[config.mk]
export PLATFORM = sky130hd
export DESIGN_NAME = prbs_bist_track
export DESIGN_NICKNAME = d
export VERILOG_FILES = /design/src/rtl/prbs_bist_track.sv
export SDC_FILE = /design/constraint.sdc
export NUM_CORES = 1
export LEC_CHECK = 0
export BUFFER_PORTS_ARGS = -buffer_cell sky130_fd_sc_hd__buf_2
export CAP_MARGIN = 0
export CORE_UTILIZATION = 35
export CTS_BUF_LIST = sky130_fd_sc_hd__clkbuf_8
export DETAILED_ROUTE_END_ITERATION = 6
export GPL_ROUTABILITY_DRIVEN = 0
export GPL_TIMING_DRIVEN = 0
export PLACE_DENSITY = 0.87
export SLEW_MARGIN = 5
export SYNTH_ARGS = -nofsm -noshare
export SYNTH_HDL_FRONTEND = slang
export SYNTH_SLANG_ARGS = --single-unit
[constraint.sdc]
create_clock -name clk -period 1.37 [get_ports clk]
set_clock_uncertainty 0.15 [all_clocks]
set_input_delay 0 -clock clk [delete_from_list [all_inputs] [get_ports clk]]
set_output_delay 0 -clock clk [all_outputs]
set_load 0.05 [all_outputs]
[src/rtl/prbs_bist_track.sv]
module prbs_bist_track #(
   parameter int unsigned WIDTH = 24,
   parameter int unsigned ORDER = 7
) (
   input  logic             clk,
   input  logic             rst_n,
   input  logic             bist_en,
   input  logic             bist_mode,
   input  logic             payload_valid,
   input  logic [WIDTH-1:0] payload,
   input  logic [WIDTH-1:0] expect_i,
   input  logic [ORDER-1:0] state_next_i,
   output logic [ORDER-1:0] ref_state_o,
   output logic             en_q_o,
   output logic             err_flag_o,
   output logic             pulse_o
);

   logic seeded_q;
   logic mismatch;
   logic en_rise;

   assign mismatch = |(payload ^ expect_i);
   assign en_rise  = bist_en & ~en_q_o;

   always_ff @(posedge clk) begin
      if (!rst_n) begin
         en_q_o      <= 1'b0;
         seeded_q    <= 1'b0;
         ref_state_o <= '0;
         err_flag_o  <= 1'b0;
         pulse_o     <= 1'b0;
      end else begin
         en_q_o  <= bist_en;
         pulse_o <= 1'b0;
         if (!bist_en) begin
            seeded_q <= 1'b0;
         end else if (payload_valid) begin
            if (!seeded_q) begin
               ref_state_o <= payload[ORDER-1:0];
               seeded_q    <= 1'b1;
            end else begin
               ref_state_o <= state_next_i;
               if (mismatch) begin
                  err_flag_o <= 1'b1;
                  pulse_o    <= bist_mode;
               end
            end
         end
         if (en_rise) begin
            err_flag_o <= 1'b0;
         end
      end
   end

endmodule

Word level (Yosys, flattened, before mapping)
Index checks and enable logic that the tools add are counted.
W data, S select, Z words.
{"block": "word_totals", "out_inout_bits": 10, "reg_bits": 11, "elab_cells": 16, "input_bits": 60}
{"block": "op_classes", "bitwise": 4, "mux": 1, "n_reduce_logical": 6}
{"op": "$reduce_or A24 Y1", "n": 1}
{"op": "$xor A24 B24 Y24", "n": 1}
{"op": "$mux W7", "n": 1}
{"op": "$reduce_and A5 Y1", "n": 1}
{"op": "$reduce_and A2 Y1", "n": 2}
{"op": "$reduce_and A4 Y1", "n": 1}
{"op": "$not A1 Y1", "n": 2}
{"op": "$reduce_or A2 Y1", "n": 1}
{"op": "$and A1 B1 Y1", "n": 1}

Longest topological paths before layout
Gate-level depths: netlist of the first run.
{"block": "logic_depth", "ltp_word": 3, "ltp_mapped": 5, "ltp_nobuf": 4}

Worst setup path before layout of the first run
Ideal clock, no wire load.
{"block": "synth_timing", "path_kind": "flip-flop to flip-flop", "start": "reg, netlist name err_flag_o", "end": "reg err_flag_o", "required_ns": 1.134, "slack_ns": 0.180, "t_arrival_ns": 0.954, "path_stages_with_launch": 3, "setup_time_ns": 0.086, "path_buffers": 0, "period_less_slack_ns": 1.190, "cell_sequence": "dfxtp_1 nor3_1 a211oi_1"}
{"element": "end signal, assigned", "line": "31", "source": "err_flag_o <= 1'b0;"}
{"element": "end signal, assigned", "line": "45", "source": "err_flag_o <= 1'b1;"}
{"element": "end signal, assigned", "line": "51", "source": "err_flag_o <= 1'b0;"}
{"element": "end, declared", "line": "15", "source": "output logic err_flag_o,"}

Worst setup path in the final report of the first run
{"block": "layout_timing", "start": "in payload[1]", "end": "reg err_flag_o"}
{"block": "layout_via", "elab_chain_cells": 3}
{"element": "start, declared", "line": "10", "source": "input logic [WIDTH-1:0] payload,"}
{"element": "$xor A24 B24 Y24", "line": "23", "source": "assign mismatch = |(payload ^ expect_i);"}
{"element": "$reduce_or A24 Y1", "line": "23"}
{"element": "$reduce_and A4 Y1 (no line)"}
No other way between the ends.
A chain may end at the register's enable or synchronous reset.

==> results_dict.tcl, run 1 <==
set metrics [dict create \
    cts_setup_buffers 0 \
    reg2reg_depth 4 \
    fp.coreArea_sq_mm 0.00196 \
    die_area_sq_mm 0.00229 \
    grt.total_usage_pct 21.5 \
    antenna_left 0 \
    slew_headroom_pct 79.6 \
    rsz0062_at_grt "no" \
    reg2reg_from "seeded_q$_SDFFE_PN0P_" \
    grt_max_degree 11 \
    yosys_register_bits 11 \
    wl_per_cell_um 12.9 \
    ir_drop_mv 0.594 \
    tightest_slew_ns 0.303 \
    worstPathRequired_ns 1.32 \
    worstPathMaxFanout 2 \
    swShare_pct 28.9 \
    yosysUniqueCellTypes 19 \
    root_buffer "clkbuf_8" \
    period_minus_slack_ns 1.29 \
    final.setup.tns_ns 0 \
    hold_violations 0 \
    die_y_um 47.9 \
    seqPwrFrac_pct 34.9 \
    io_pins 70 \
    drive_gt1_share_pct 46.9 \
    regToRegSetupSlack_ns 0.19 \
    ys_seq_area_share_pct 29.9 \
    grt_pass1_wl_mm 3.35 \
    outcome "finished clean" \
    cts_sinks 11 \
    insertion_delay_ns 0.23 \
    switching_power_mw 0.287 \
    wl_met1_um 774 \
    synthesis.nets 138 \
    cts.reportedPaths.clkPinSlew_ns 0.05 \
    n_antenna_cell 0 \
    grt_pass1_vias 851 \
    start_util_pct 37.6 \
    wl_met2_mm 1.47 \
    drc 0 \
    max_freq_ghz 0.774 \
    finalMaxSlewViolations 0 \
    rows 16 \
    vias 905 \
    dr.max_layer_used "met4" \
    synthCells 78 \
    reg2reg_to "ref_state_o[2]$_SDFFE_PN0P_" \
    wl_mm 2.44 \
    fin_nets 223 \
    cts_buffers 3 \
    critical_path_class "primary input to flip-flop" \
    crit_path_end_kind "flip-flop" \
    drt_iter0_markers 10 \
    grt_overflow 0 \
    power.internal_mw 0.706 \
    viasPerCell 4.79 \
    first_pass_iters 4 \
    cts_tree "done" \
    pwr-share-clk_pct 31.1 \
    synth_area_sq_um 737 \
    arrival_ns 1.25 \
    p_leak_nw 0.656 \
    cp-startpoint "payload[1]" \
    timing.critical_path.to "err_flag_o$_SDFFE_PP0P_" \
    route.met3.wl_um 131 \
    numPortBuffers 68 \
    finalSetupViolations 0 \
    hold_path_class "primary input to flip-flop" \
    dp_hpwl_mm 1.82 \
    fin_crit_sh_pct 94.4 \
    clk_path_buf_depth 2 \
    p_total_mw 0.994 \
    powerDensity_mw_per_mm2 775 \
    drv_cap 0 \
    comb_power_share_pct 33.9 \
    ys_warn_count 0 \
    h-tree-depth 1 \
    die_x_um 47.9 \
    syn2layout_area_growth_pct 74.0 \
    antenna_found_initial 0 \
    cp-start-kind "primary input" \
    synth_area_per_cell_sq_um 9.45 \
]
[worst max-delay path, cell delays in order]
cell	delay, ns
dlygate4sd3_1	0.53
buf_2	0.13
xnor2_1	0.16
nand4_1	0.14
nor3_1	0.19
a211oi_1	0.09
[worst min-delay path by stage]
stage / cells past startpoint / slack (ns) / start / endpoint
detailed placement: 2 / 0.07 / payload_valid / seeded_q$_SDFFE_PN0P_
global route: 4 / 0.008 / state_next_i[2] / ref_state_o[2]$_SDFFE_PN0P_
floorplan: 1 / -0.04 / payload_valid / seeded_q$_SDFFE_PN0P_
finish: 4 / 0.002 / payload[5] / ref_state_o[5]$_SDFFE_PN0P_
global placement: 2 / 0.06 / payload_valid / seeded_q$_SDFFE_PN0P_
CTS: 4 / 0.005 / state_next_i[6] / ref_state_o[6]$_SDFFE_PN0P_
[power groups by stage]
stage | clock, mW | sequential (mW) | combinational [mW]
4_1_cts | 0.321 | 0.347 | 0.337
3_5_place_dp | 0 | 0.352 | 0.305
3_3_place_gp | 0 | 0.352 | 0.294
6_report | 0.309 | 0.347 | 0.337
2_1_floorplan | 0 | 0.408 | 0.119
5_1_grt | 0.342 | 0.348 | 0.360
[routing by layer]
metal  up-vias  track usage [%]
met4         0             10.0
met5         -                0
li1        442                -
met1       419             19.4
met3        10             7.55
met2        34             41.9
[area by class of cell]
| class | instances | area, sq um |
|---|---|---|
| clock buffer | 3 | 41.3 |
| multi-input combinational | 62 | 485 |
| fill | 181 | 679 |
| timing repair buffer | 81 | 470 |
| buffer | 3 | 23.8 |
| tap | 27 | 33.8 |
| sequential | 11 | 220 |
| inverter | 1 | 3.75 |
| clock inverter | 1 | 3.75 |
[registers in the layout (all words and copies together), names as in the netlist]
| register | count |
|---|---|
| pulse_o | 1 |
| en_q_o | 1 |
| err_flag_o | 1 |
| seeded_q | 1 |
| ref_state_o | 7 |
[Yosys cell counts]
cell type / count / area, sq um
nor3_1: 1 / 5.00
dfxtp_1: 11 / 220
and2_1: 2 / 12.5
o211a_1: 7 / 70.1
buf_2: 1 / 5.00
clkbuf_2: 1 / 5.00
o21ai_0: 1 / 5.00
a21oi_1: 2 / 10.0
o21a_1: 1 / 7.51
nand4_1: 7 / 43.8
buf_4: 1 / 7.51
nor4_2: 1 / 12.5
a211oi_1: 1 / 7.51
inv_1: 1 / 3.75
xnor2_1: 24 / 210
mux2i_1: 7 / 70.1
nand2_1: 7 / 26.3
buf_6: 1 / 11.3
nor2_1: 1 / 3.75
[logic make-up after synthesis]
kind of cell | count (synthesis) | share of synthesized area (%)
DFF | 11 | 29.9
xor gates and xnor gates | 24 | 28.5
AOI/OAI and AO/OA | 12 | 13.6
muxes | 7 | 9.51
buffers and inverters | 5 | 4.41
and+or+nand+nor | 19 | 14.1
[metrics by stage]
step	hold slack (ns)	cell area (sq um)	setup WS (ns)	std cells	util [%]
after global routing	0.00768	1280	0.0316	189	65.4
after floorplan	-0.0398	737	0.180	78	-
final	0.00195	1280	0.0774	189	65.4
after CTS	0.00473	1290	0.0113	190	65.6
after detailed placement	0.0680	1110	0.185	173	56.6
after global placement	0.0602	1110	0.221	173	56.6
[what timing repair did]
item                       CTS  global route
hold buffers                13             0
resized for setup            0             1
hold endpoints to repair    11             0
setup endpoints to repair    0             7
[cells in the final DEF, fill, tap and decap left out, types with 2 or more instances in the layout]
| cell type | instances |
|---|---|
| a21oi_1 | 2 |
| buf_2 | 69 |
| clkbuf_8 | 3 |
| dfxtp_1 | 11 |
| dlygate4sd3_1 | 13 |
| inv_1 | 2 |
| mux2i_1 | 7 |
| nand2_1 | 7 |
| nand4_1 | 7 |
| o211a_1 | 7 |
| xnor2_1 | 24 |
Note: power is estimated with default switching activity, not from simulation.
==> run 2, diff against run 1 <==
--- a/config.mk
+++ b/config.mk
@@ -6,13 +6,13 @@
 export NUM_CORES = 1
 export LEC_CHECK = 0
 export BUFFER_PORTS_ARGS = -buffer_cell sky130_fd_sc_hd__buf_2
-export CAP_MARGIN = 0
 export CORE_UTILIZATION = 35
 export CTS_BUF_LIST = sky130_fd_sc_hd__clkbuf_8
 export DETAILED_ROUTE_END_ITERATION = 6
 export GPL_ROUTABILITY_DRIVEN = 0
 export GPL_TIMING_DRIVEN = 0
 export PLACE_DENSITY = 0.87
+export RECOVER_POWER = 100
 export SLEW_MARGIN = 5
 export SYNTH_ARGS = -nofsm -noshare
 export SYNTH_HDL_FRONTEND = slang
==> results_dict.tcl, run 2 (same netlist as run 1, synthesis figures left out) <==
set metrics [dict create \
    powerDensity_mw_per_mm2 781 \
    seqCellArea_sq_um 220 \
    h-tree-depth 1 \
    drive_gt1_share_pct 38.9 \
    antenna_left 0 \
    rsz0062_at_grt "no" \
    wl_per_cell_um 12.9 \
    n_antenna_cell 0 \
    grt_pass1_wl_mm 3.35 \
    slowest_stage "dlygate4sd3_1" \
    critical_path_class "primary input to flip-flop" \
    hold_ws_ns 0.00170 \
    vias 905 \
    start_util_pct 37.6 \
    grt_overflow 0 \
    worstPathMaxFanout 2 \
    tightest_slew_ns 0.638 \
    drt_iter0_markers 10 \
    insertion_delay_ns 0.23 \
    slowest_delay_ns 0.53 \
    ir_drop_mv 0.592 \
    largest_reg_flops 7 \
    wl_mm 2.43 \
    outcome "finished clean" \
    worstPathRequired_ns 1.32 \
    final_util_pct 64.5 \
    hold_path_class "primary input to flip-flop" \
    fillerInstances 187 \
    crit_path_end_kind "flip-flop" \
    cts_tree "done" \
    root_buffer "clkbuf_8" \
    crit_buf_inv 2 \
    hold_violations 0 \
    grt_max_degree 11 \
    arrival_ns 1.24 \
    final.setup.tns_ns 0 \
    fin_crit_sh_pct 94.2 \
    die_y_um 47.9 \
    cts_sinks 11 \
    fin_nets 223 \
    drc 0 \
    p_total_mw 0.989 \
    grt.total_usage_pct 21.5 \
    numPortBuffers 68 \
    first_pass_iters 3 \
    cts_buffers 3 \
    cp-start-kind "primary input" \
    cts.reportedPaths.clkPinSlew_ns 0.05 \
    io_pins 70 \
    p_leak_nw 0.608 \
    period_minus_slack_ns 1.29 \
    clk_path_buf_depth 2 \
    pre_cts_slack_ns 0.185 \
    rows 16 \
    drv_cap 0 \
    syn2layout_area_growth_pct 71.8 \
    finalMaxSlewViolations 0 \
    layout_setup_ws_ns 0.0799 \
    antenna_found_initial 0 \
    worstPathCellList "dlygate4sd3_1, clkbuf_1, xnor2_1, nand4_1, nor3_1, a211oi_1" \
    finalSetupViolations 0 \
    dp_hpwl_mm 1.82 \
    max_freq_ghz 0.775 \
    die_x_um 47.9 \
    largest_register "ref_state_o" \
    slew_headroom_pct 57.7 \
    multi_input_area_sq_um 485 \
    die_area_sq_mm 0.00229 \
    layout_commonest_cell "buf_2" \
    fp.coreArea_sq_mm 0.00196 \
    layout_common_cells "56 x buf_2, 24 x xnor2_1, 13 x clkbuf_1, 13 x dlygate4sd3_1, 11 x dfxtp_1" \
    critical-path-top-delay-family "buffers and inverters" \
    grt_pass1_vias 851 \
    viasPerCell 4.79 \
]
## run 2: layout make-up
cell class                 instances  area share (%)
clock buffer                       3            3.26
inverter                           1           0.296
buffer                             3            1.78
tap                               27            2.67
multi-input combinational         62            38.3
clock inverter                     1           0.296
timing repair buffer              81            36.0
sequential                        11            17.4
## run 2: repair_timing
action	4_1_cts	5_1_grt
endpoints found under the hold margin	11	0
endpoints found under the setup margin	0	7
resized for setup	0	1
buffers inserted	0	0
hold buffers	13	0
## run 2: routing by layer
metal	wire length (um)	track usage, %	up-vias
li1	-	-	441
met1	783	19.4	427
met2	1480	41.9	27
met3	106	7.55	10
met4	63	10.0	0
met5	0	0	-
## run 2: path summary, 6_finish.rpt
path                                                   from                     endpoint  slack, ns  cells past startpoint
worst max-delay path                             payload[1]      err_flag_o$_SDFFE_PP0P_       0.08                      6
worst min-delay path                             payload[5]  ref_state_o[5]$_SDFFE_PN0P_      0.002                      4
worst max register to register        seeded_q$_SDFFE_PN0P_  ref_state_o[2]$_SDFFE_PN0P_       0.19                      4
worst min register to register  ref_state_o[3]$_SDFFE_PN0P_  ref_state_o[3]$_SDFFE_PN0P_       0.34                      1
## run 2: power breakdown
part,internal (mW),switching (mW)
Clock,0.196,0.114
Sequential,0.339,0.00899
Combinational,0.166,0.165
Total,0.701,0.289
## run 2: worst register-to-register path, stage by stage, from the launching register on
cell and delay, ns:
dfxtp_1 0.30, buf_4 0.19, mux2i_1 0.22, nand2_1 0.08, o211a_1 0.13
## run 2: through the flow
step           instance area [sq um]  instances
5_1_grt                         1270        189
4_1_cts                         1290        190
3_3_place_gp                    1110        173
3_5_place_dp                    1110        173
6_report                        1270        189
2_1_floorplan                    737         78
